===== config.mk =====
export PLATFORM = sky130hd
export DESIGN_NAME = cfg_nv_boot
export DESIGN_NICKNAME = d
export VERILOG_FILES = /design/src/rtl/nvboot_pkg.sv /design/src/rtl/nvboot_ctrl.sv /design/src/rtl/nvboot_dpath.sv /design/src/rtl/cfg_nv_boot.sv
export SDC_FILE = /design/constraint.sdc
export NUM_CORES = 1
export LEC_CHECK = 0
export ABC_AREA = 1
export BUFFER_PORTS_ARGS = -buffer_cell sky130_fd_sc_hd__buf_4
export CAP_MARGIN = 20
export CELL_PAD_IN_SITES_DETAIL_PLACEMENT = 2
export CELL_PAD_IN_SITES_GLOBAL_PLACEMENT = 2
export CORE_UTILIZATION = 30
export DETAILED_ROUTE_END_ITERATION = 7
export GPL_TIMING_DRIVEN = 0
export PLACE_DENSITY = 0.87
export SYNTH_ARGS = -nofsm -noshare
export SYNTH_HDL_FRONTEND = slang
export SYNTH_HIERARCHICAL = 1
export SYNTH_SLANG_ARGS = --single-unit

===== constraint.sdc =====
create_clock -name clk -period 4.35 [get_ports clk]
set_clock_uncertainty 0.15 [all_clocks]
set_input_delay 1.305 -clock clk [delete_from_list [all_inputs] [get_ports clk]]
set_output_delay 1.305 -clock clk [all_outputs]
set_load 0.03 [all_outputs]

===== src/rtl/nvboot_pkg.sv =====
package nvboot_pkg;

  typedef enum logic [1:0] {
    ST_PROBE = 2'd0,
    ST_SIG   = 2'd1,
    ST_LOAD  = 2'd2,
    ST_DONE  = 2'd3
  } bootState_t;

  // address strobes from control to datapath
  typedef struct packed {
    logic goImg;  // jump to image base
    logic goSig;  // jump to signature base
    logic step;   // advance by one byte
  } addrCtl_t;

  localparam int SIG_LEN = 4;

  // signature byte compare; position 0 accepts three revision codes
  function automatic logic sigByteOk(input logic [1:0] pos, input logic [7:0] d);
    case (pos)
      2'd0:    sigByteOk = (d == 8'hC0) || (d == 8'hC1) || (d == 8'hC2);
      2'd1:    sigByteOk = (d == 8'hFF);
      2'd2:    sigByteOk = (d == 8'hE8);
      default: sigByteOk = (d == 8'h10);
    endcase
  endfunction

endpackage


===== src/rtl/nvboot_ctrl.sv =====
module nvboot_ctrl
  import nvboot_pkg::*;
#(
  parameter int ACCESS_CLKS = 8,
  parameter int IMG_BYTES   = 64
) (
  input  logic     clk,
  input  logic     rstN,
  input  logic     modeSel,
  input  logic     dataIsFF,
  input  logic     sigOk,
  output addrCtl_t addrCtl,
  output logic     wrEn,
  output logic     ready
);

  localparam int CW = (ACCESS_CLKS > 1) ? $clog2(ACCESS_CLKS) : 1;
  localparam int IW = (IMG_BYTES > 1) ? $clog2(IMG_BYTES) : 1;
  localparam logic [CW-1:0] LAST_TICK = CW'(ACCESS_CLKS - 1);
  localparam logic [IW-1:0] LAST_IMG  = IW'(IMG_BYTES - 1);
  localparam logic [IW-1:0] LAST_SIG  = IW'(SIG_LEN - 1);
  localparam logic [IW-1:0] ID_SECOND = IW'(1);

  bootState_t    state;
  logic [CW-1:0] tickCnt;
  logic [IW-1:0] stepIdx;
  logic          firstFF;
  logic          lastTick;
  logic          blankId;

  assign lastTick = (tickCnt == LAST_TICK);
  assign blankId  = firstFF && dataIsFF;

  always_ff @(posedge clk or negedge rstN) begin
    if (!rstN) begin
      state   <= ST_PROBE;
      tickCnt <= '0;
      stepIdx <= '0;
      firstFF <= 1'b0;
    end else begin
      case (state)
        ST_PROBE: begin
          if (modeSel) begin
            state <= ST_DONE;
          end else if (lastTick) begin
            tickCnt <= '0;
            if (stepIdx == '0) begin
              firstFF <= dataIsFF;
              stepIdx <= ID_SECOND;
            end else if (blankId) begin
              state <= ST_DONE;
            end else begin
              state   <= ST_SIG;
              stepIdx <= '0;
            end
          end else begin
            tickCnt <= tickCnt + CW'(1);
          end
        end
        ST_SIG: begin
          if (lastTick) begin
            tickCnt <= '0;
            if (!sigOk) begin
              state <= ST_DONE;
            end else if (stepIdx == LAST_SIG) begin
              state   <= ST_LOAD;
              stepIdx <= '0;
            end else begin
              stepIdx <= stepIdx + IW'(1);
            end
          end else begin
            tickCnt <= tickCnt + CW'(1);
          end
        end
        ST_LOAD: begin
          if (lastTick) begin
            tickCnt <= '0;
            if (stepIdx == LAST_IMG) state <= ST_DONE;
            else                     stepIdx <= stepIdx + IW'(1);
          end else begin
            tickCnt <= tickCnt + CW'(1);
          end
        end
        default: state <= ST_DONE;
      endcase
    end
  end

  always_comb begin
    addrCtl       = '0;
    addrCtl.step  = lastTick && (
                      (state == ST_PROBE && !modeSel && stepIdx == '0) ||
                      (state == ST_SIG   && sigOk    && stepIdx != LAST_SIG) ||
                      (state == ST_LOAD  && stepIdx != LAST_IMG));
    addrCtl.goSig = lastTick && state == ST_PROBE && !modeSel &&
                    stepIdx == ID_SECOND && !blankId;
    addrCtl.goImg = lastTick && state == ST_SIG && sigOk && stepIdx == LAST_SIG;
  end

  assign wrEn  = (state == ST_LOAD) && lastTick;
  assign ready = (state == ST_DONE);

  // ready holds until reset
  assert_ready_sticky_R8: assert property (@(posedge clk) disable iff (!rstN)
    ready |=> ready);

  // write strobe is a single-cycle pulse
  assert_wr_single_R6: assert property (@(posedge clk) disable iff (!rstN)
    wrEn |=> !wrEn);

  // strap high settles the loader on the next edge
  assert_mode_bypass_R3: assert property (@(posedge clk) disable iff (!rstN)
    (modeSel && !ready) |=> ready);

endmodule


===== src/rtl/nvboot_dpath.sv =====
module nvboot_dpath
  import nvboot_pkg::*;
#(
  parameter logic [15:0] IMG_BASE  = 16'h0040,
  parameter logic [15:0] SIG_BASE  = 16'h0050,
  parameter int          IMG_BYTES = 64
) (
  input  logic                         clk,
  input  logic                         rstN,
  input  addrCtl_t                     addrCtl,
  input  logic [7:0]                   memData,
  output logic [15:0]                  memAddr,
  output logic                         dataIsFF,
  output logic                         sigOk,
  output logic [$clog2(IMG_BYTES)-1:0] wrIdx,
  output logic [7:0]                   wrData
);

  localparam int IW = $clog2(IMG_BYTES);
  localparam logic [15:0] IMG_TOP = IMG_BASE + 16'(IMG_BYTES - 1);

  logic [1:0] sigPos;

  always_ff @(posedge clk or negedge rstN) begin
    if (!rstN)              memAddr <= IMG_BASE;
    else if (addrCtl.goImg) memAddr <= IMG_BASE;
    else if (addrCtl.goSig) memAddr <= SIG_BASE;
    else if (addrCtl.step)  memAddr <= memAddr + 16'd1;
  end

  assign sigPos   = memAddr[1:0] - SIG_BASE[1:0];
  assign dataIsFF = (memData == 8'hFF);
  assign sigOk    = sigByteOk(sigPos, memData);
  assign wrIdx    = memAddr[IW-1:0] - IMG_BASE[IW-1:0];
  assign wrData   = memData;

  // address never leaves the setup window
  assert_addr_window_R2: assert property (@(posedge clk) disable iff (!rstN)
    (memAddr >= IMG_BASE) && (memAddr <= IMG_TOP));

endmodule


===== src/rtl/cfg_nv_boot.sv =====
module cfg_nv_boot
  import nvboot_pkg::*;
#(
  parameter int          ACCESS_CLKS = 8,
  parameter int          IMG_BYTES   = 64,
  parameter logic [15:0] IMG_BASE    = 16'h0040,
  parameter logic [15:0] SIG_BASE    = 16'h0050
) (
  input  logic        clk,
  input  logic        busRstN,
  input  logic        modeSel,
  input  logic [7:0]  memData,
  output logic [15:0] memAddr,
  output logic        cfgWrEn,
  output logic [5:0]  cfgWrIdx,
  output logic [7:0]  cfgWrData,
  output logic        cfgReady,
  output logic        addOnRstN
);

  addrCtl_t addrCtl;
  logic     dataIsFF;
  logic     sigOk;

  assign addOnRstN = busRstN;

  nvboot_ctrl #(
    .ACCESS_CLKS(ACCESS_CLKS),
    .IMG_BYTES  (IMG_BYTES)
  ) uCtrl (
    .clk     (clk),
    .rstN    (busRstN),
    .modeSel (modeSel),
    .dataIsFF(dataIsFF),
    .sigOk   (sigOk),
    .addrCtl (addrCtl),
    .wrEn    (cfgWrEn),
    .ready   (cfgReady)
  );

  nvboot_dpath #(
    .IMG_BASE (IMG_BASE),
    .SIG_BASE (SIG_BASE),
    .IMG_BYTES(IMG_BYTES)
  ) uDpath (
    .clk     (clk),
    .rstN    (busRstN),
    .addrCtl (addrCtl),
    .memData (memData),
    .memAddr (memAddr),
    .dataIsFF(dataIsFF),
    .sigOk   (sigOk),
    .wrIdx   (cfgWrIdx),
    .wrData  (cfgWrData)
  );

  // without a control strobe the address holds
  assert_addr_hold_R2: assert property (@(posedge clk) disable iff (!busRstN)
    !(addrCtl.step || addrCtl.goSig || addrCtl.goImg) |=> $stable(memAddr));

  // a write is only issued while ready is low
  assert_wr_before_ready_R7: assert property (@(posedge clk) disable iff (!busRstN)
    cfgWrEn |-> !cfgReady);

endmodule


# Word-level counts from Yosys, hierarchy flattened
# Index checks and enable logic that the tools add are counted.
[totals]
out_inout_bits = 33
register_bits = 28
elab_cells = 96
input_bits = 11
[classes]
muxes = 27
n_addsub = 3
n_bitwise = 1
n_reduce_logical = 32
n_eq_ne = 28
[ops]
columns = ["operator", "n"]
rows = [
  ["6-bit 2-to-1 mux", 9],
  ["16-bit 2-to-1 mux", 3],
  ["8-bit == test, second input constant", 5],
  ["2-bit 2-to-1 mux", 9],
  ["6-bit case mux with 3 select lines", 1],
  ["16-bit by 1-bit adder with 16-bit output, second input constant", 1],
  ["1-bit logical AND", 15],
  ["2-bit by 1-bit inequality test with 1-bit output, second input constant", 5],
  ["3-bit inequality test, second input constant", 3],
  ["8-bit by 5-bit == test with 1-bit output, second input constant", 1],
  ["8-bit AND reduction", 1],
  ["6-bit by 1-bit adder with 6-bit output, second input constant", 1],
  ["2-bit == test, second input constant", 3],
  ["6-bit by 1-bit == test with 1-bit output, second input constant", 1],
  ["6-bit by 2-bit == test with 1-bit output, second input constant", 1],
  ["6-bit == test, second input constant", 1],
  ["6-bit logical NOT", 1],
  ["3-bit 2-to-1 mux", 2],
  ["6-bit by 2-bit inequality test with 1-bit output, second input constant", 1],
  ["6-bit inequality test, second input constant", 1],
  ["2-bit case mux with 3 select lines", 1],
  ["3-bit case mux with 2 select lines", 1],
  ["6-bit AND reduction", 1],
  ["3-bit nonzero test", 2],
  ["other kinds (14)", 21],
]

# Depth between registers and ports, before layout
[depth]
ltp_word = 12
mapped_depth = 23
mapped_depth_nobuf = 22

# Cells and area by module
# The synthesis kept the hierarchy.
[by_module_without_submodules]
columns = ["mod", "instances", "seq_area_each_um2", "cells_per_inst", "area_each_um2"]
rows = [
  ["nvboot_dpath", 1, 401.6, 182, 1244.9],
  ["nvboot_ctrl", 1, 300.3, 147, 1041.0],
  ["cfg_nv_boot", 1, 0.0, 1, 7.5],
]

# Least setup slack after synthesis
# OpenSTA, ideal clock, no wires.
[synth_timing]
path_kind = "input-to-reg"
from = "input memData[5]"
to = "register uDpath.memAddr[13]"
slack_ns = 1.383
required_ns = 4.080
path_buffers = 1
setup_time_ns = 0.120
arrival_time_ns = 2.697
path_stages = 17
path_cell_list = "nor3_1 > nand2_1 > nand2_1 > nand3_1 > nand3_1 > nand2_1 > inv_1 > nand2_1 > nand3_1 > nand2_1 > inv_1 > buf_4 > nand3_1 > nor3_1 > nand3_1 > nand2_1 > nor2_1"
[synth_rtl]
columns = ["element", "line", "source"]
rows = [
  ["start, declared", "cfg_nv_boot.sv:12", "input logic [7:0] memData,"],
  ["end signal, assigned", "nvboot_dpath.sv:28", "else if (addrCtl.step) memAddr <= memAddr + 16'd1;"],
  ["end, declared", "nvboot_dpath.sv:12", "output logic [15:0] memAddr,"],
]

# Worst setup path in the final report
[layout_timing]
from = "input busRstN"
to = "output addOnRstN"
[layout_rtl]
columns = ["element", "line", "source"]
rows = [
  ["start, declared", "cfg_nv_boot.sv:10", "input logic busRstN,"],
  ["end, declared", "cfg_nv_boot.sv:18", "output logic addOnRstN"],
]
# No word-level cell between the ends.

==> results_dict.tcl <==
set metrics [dict create \
    outcome "finished clean" \
    cts_buf_count 3 \
    timing.final.hold_violations 0 \
    clk_root_buffer_cell "sky130_fd_sc_hd__clkbuf_8" \
    detail_route.iter0.violations 85 \
    global_route.overflow_total 0 \
    antenna_found_initial 0 \
    ys.warnings.count 6 \
    timing.setup.critical_path_class "input pin to primary output" \
    reg2reg_from "uDpath/memAddr[0]" \
    finalSetupViolations 0 \
    post_cts_buffers 0 \
    final.min_clock_period_ns 3.47 \
    clk_latency_ns 0.30 \
    synthDominantAreaCellType "sky130_fd_sc_hd__dfrtp_1" \
    drive_above_1_share 0.271 \
    boundaryPins 44 \
    drt_pass1_iterations 4 \
    start_util 0.313 \
    postCtsResizedCells 0 \
    syn_inst 330 \
    power.density_cell_area_nw_per_um2 544 \
    fin_tns_setup_ns 0 \
    post_layout_nonfiller_instances 476 \
    hold_path.startpoint "uCtrl/firstFF" \
    critical_path.slowest_cell "sky130_fd_sc_hd__buf_4" \
    launch_point_of_the_worst_path "busRstN" \
    route.detailed.wl_per_inst_um 16.2 \
    clkTransAtPathRegs_ns 0.11 \
    synth.cell_area_um2 2290 \
    max_cap_violations 0 \
    crit_required_ns 2.89 \
    tritoncts "yes" \
    ys_seq_area_frac 0.306 \
    maximum_root_to_sink_buffer_count 2 \
    crit_path_end_kind "primary output" \
    vias_after_detailed_routing 2336 \
    worst_ir_drop_vdd_mv 0.149 \
    floorplan.rows 31 \
    post_synth.cell_area_avg_um2 6.95 \
    htree_num_levels 1 \
    worst_slew_margin 0.629 \
    first_global_vias 2599 \
    core_area_um2 7330 \
    layout.cells.most_common_list "sky130_fd_sc_hd__nand2_1, sky130_fd_sc_hd__buf_4, sky130_fd_sc_hd__inv_1" \
    max_stage_delay_ns 0.36 \
    hold_path.class "flip-flop to flip-flop" \
    detail_route.drc_violations 0 \
    timing_worst_slew_pin_value_ns 0.551 \
    insertedDiodeCount 0 \
    worst-path-max-fanout 29 \
    synthDominantCellAreaShare 0.295 \
    grt_setup_unrepaired "no" \
    global_route_wire_length_before_repair_mm 12.7 \
    numClockSinks 28 \
    vias_per_cell 4.91 \
    min_period_over_period 0.797 \
    fillers 870 \
    pin_count_of_the_biggest_net_entering_global_routing 30 \
    area_growth_syn_to_layout_pct 22.6 \
    ant_nets 0 \
    final_net_count 402 \
    timing.final.max_slew_violations 0 \
    placedCellCount 472 \
    die_area_um2 8000 \
    cts.hold.buffers_added 0 \
    io_buffers 43 \
    grt_util_all_layers 0.208 \
    netlist_top_cells_area "sky130_fd_sc_hd__dfrtp_1, sky130_fd_sc_hd__nand2_1, sky130_fd_sc_hd__ha_1, sky130_fd_sc_hd__inv_1, sky130_fd_sc_hd__nand3_1" \
    layout_commonest_cell "sky130_fd_sc_hd__nand2_1" \
    synth.net_count 354 \
    drt_wl_total_mm 7.71 \
    place_congestion 0.771 \
    start_kind "input pin" \
    crit_chain "buf_4 -> buf_4 -> buf_4" \
    synth.ff_latch_count 28 \
    total_leakage_power_nw 1.48 \
    critical_path.most_common_cell "sky130_fd_sc_hd__buf_4" \
    die_width_um 89.4 \
    achievable-frequency_mhz 289 \
    synth_cell_type_count 32 \
    arrival_ns 2.01 \
    die_h_um 89.4 \
    dp_hpwl_mm 5.88 \
]
area by class of cell:
type	count	area [um2]	area share
multi-input combinational	239	1290	0.458
sequential	28	702	0.250
timing repair buffer	43	323	0.115
inverter	44	165	0.0587
buffer	19	138	0.0490
tap	99	124	0.0441
clock buffer	3	41.3	0.0147
clock inverter	1	30.0	0.0107
routing by layer:
metal	routed length [um]	GRT usage	vias to the layer above	part of all wire
met3	189	0.0259	6	0.025
met5	0	0	-	0
li1	-	-	1131	-
met2	3990	0.386	38	0.52
met4	68	0.0505	0	0.0088
met1	3470	0.254	1161	0.45
synth_stat cells, drive strengths merged:
| cell type | n |
|---|---|
| nand2 | 90 |
| nor2 | 52 |
| inv | 42 |
| nand3 | 33 |
| dfrtp | 27 |
| buf | 19 |
| o21ai | 14 |
| ha | 13 |
| a21oi | 11 |
| nand4 | 8 |
| nor3 | 5 |
| o21bai | 3 |
| a31oi | 2 |
| clkinv | 2 |
| mux2 | 2 |
| o211ai | 2 |
| and3 | 1 |
| dfstp | 1 |
| nor3b | 1 |
| nor4 | 1 |
| o21a | 1 |
critical path: cells and delay by family:
family   cells  cell delay (ns)
buf+inv      3             0.68
through the flow:
stage | power (W) | area [um2] | util | hold slack, ns | setup WS [ns]
2_1_floorplan | 0.00101 | 2290 | - | 0.314 | 1.38
3_3_place_gp | 0.00124 | 2740 | 0.374 | 0.334 | 0.865
3_5_place_dp | 0.00131 | 2740 | 0.374 | 0.353 | 0.782
4_1_cts | 0.00155 | 2810 | 0.384 | 0.377 | 0.855
5_1_grt | 0.00164 | 2810 | 0.384 | 0.408 | 0.819
6_report | 0.00153 | 2810 | 0.384 | 0.371 | 0.884
final timing paths:
path / end / slack [ns] / cells after the start
min: uCtrl/firstFF / 0.37 / 2
min reg2reg: uCtrl/firstFF / 0.37 / 2
max reg2reg: uDpath/memAddr[11] / 1.42 / 23
min in group asynchronous: uCtrl/stepIdx[4] / 0.78 / 1
max: addOnRstN / 0.88 / 3
max in group asynchronous: uDpath/memAddr[6] / 2.93 / 1
power breakdown:
| part | internal, W | switching [W] |
|---|---|---|
| clock | 0.000124 | 0.000100 |
| sequential | 0.000328 | 0.0000909 |
| combinational | 0.000318 | 0.000568 |
cell families (layout without fill, tap and decap cells):
| family | count (synthesis) | count (layout) | synth area share |
|---|---|---|---|
| fa+ha+maj | 13 | 13 | 0.0709 |
| mux | 2 | 2 | 0.00982 |
| simple gates | 191 | 191 | 0.397 |
| flops | 28 | 28 | 0.306 |
| buf+inv | 63 | 110 | 0.132 |
| compound gates | 33 | 33 | 0.0846 |
flip-flops by register name (all words and copies together) (netlist names):
| name | flops |
|---|---|
| uCtrl/firstFF | 1 |
| uCtrl/state | 2 |
| uCtrl/stepIdx | 6 |
| uCtrl/tickCnt | 3 |
| uDpath/memAddr | 16 |
Power figures use the tool's default switching activity.
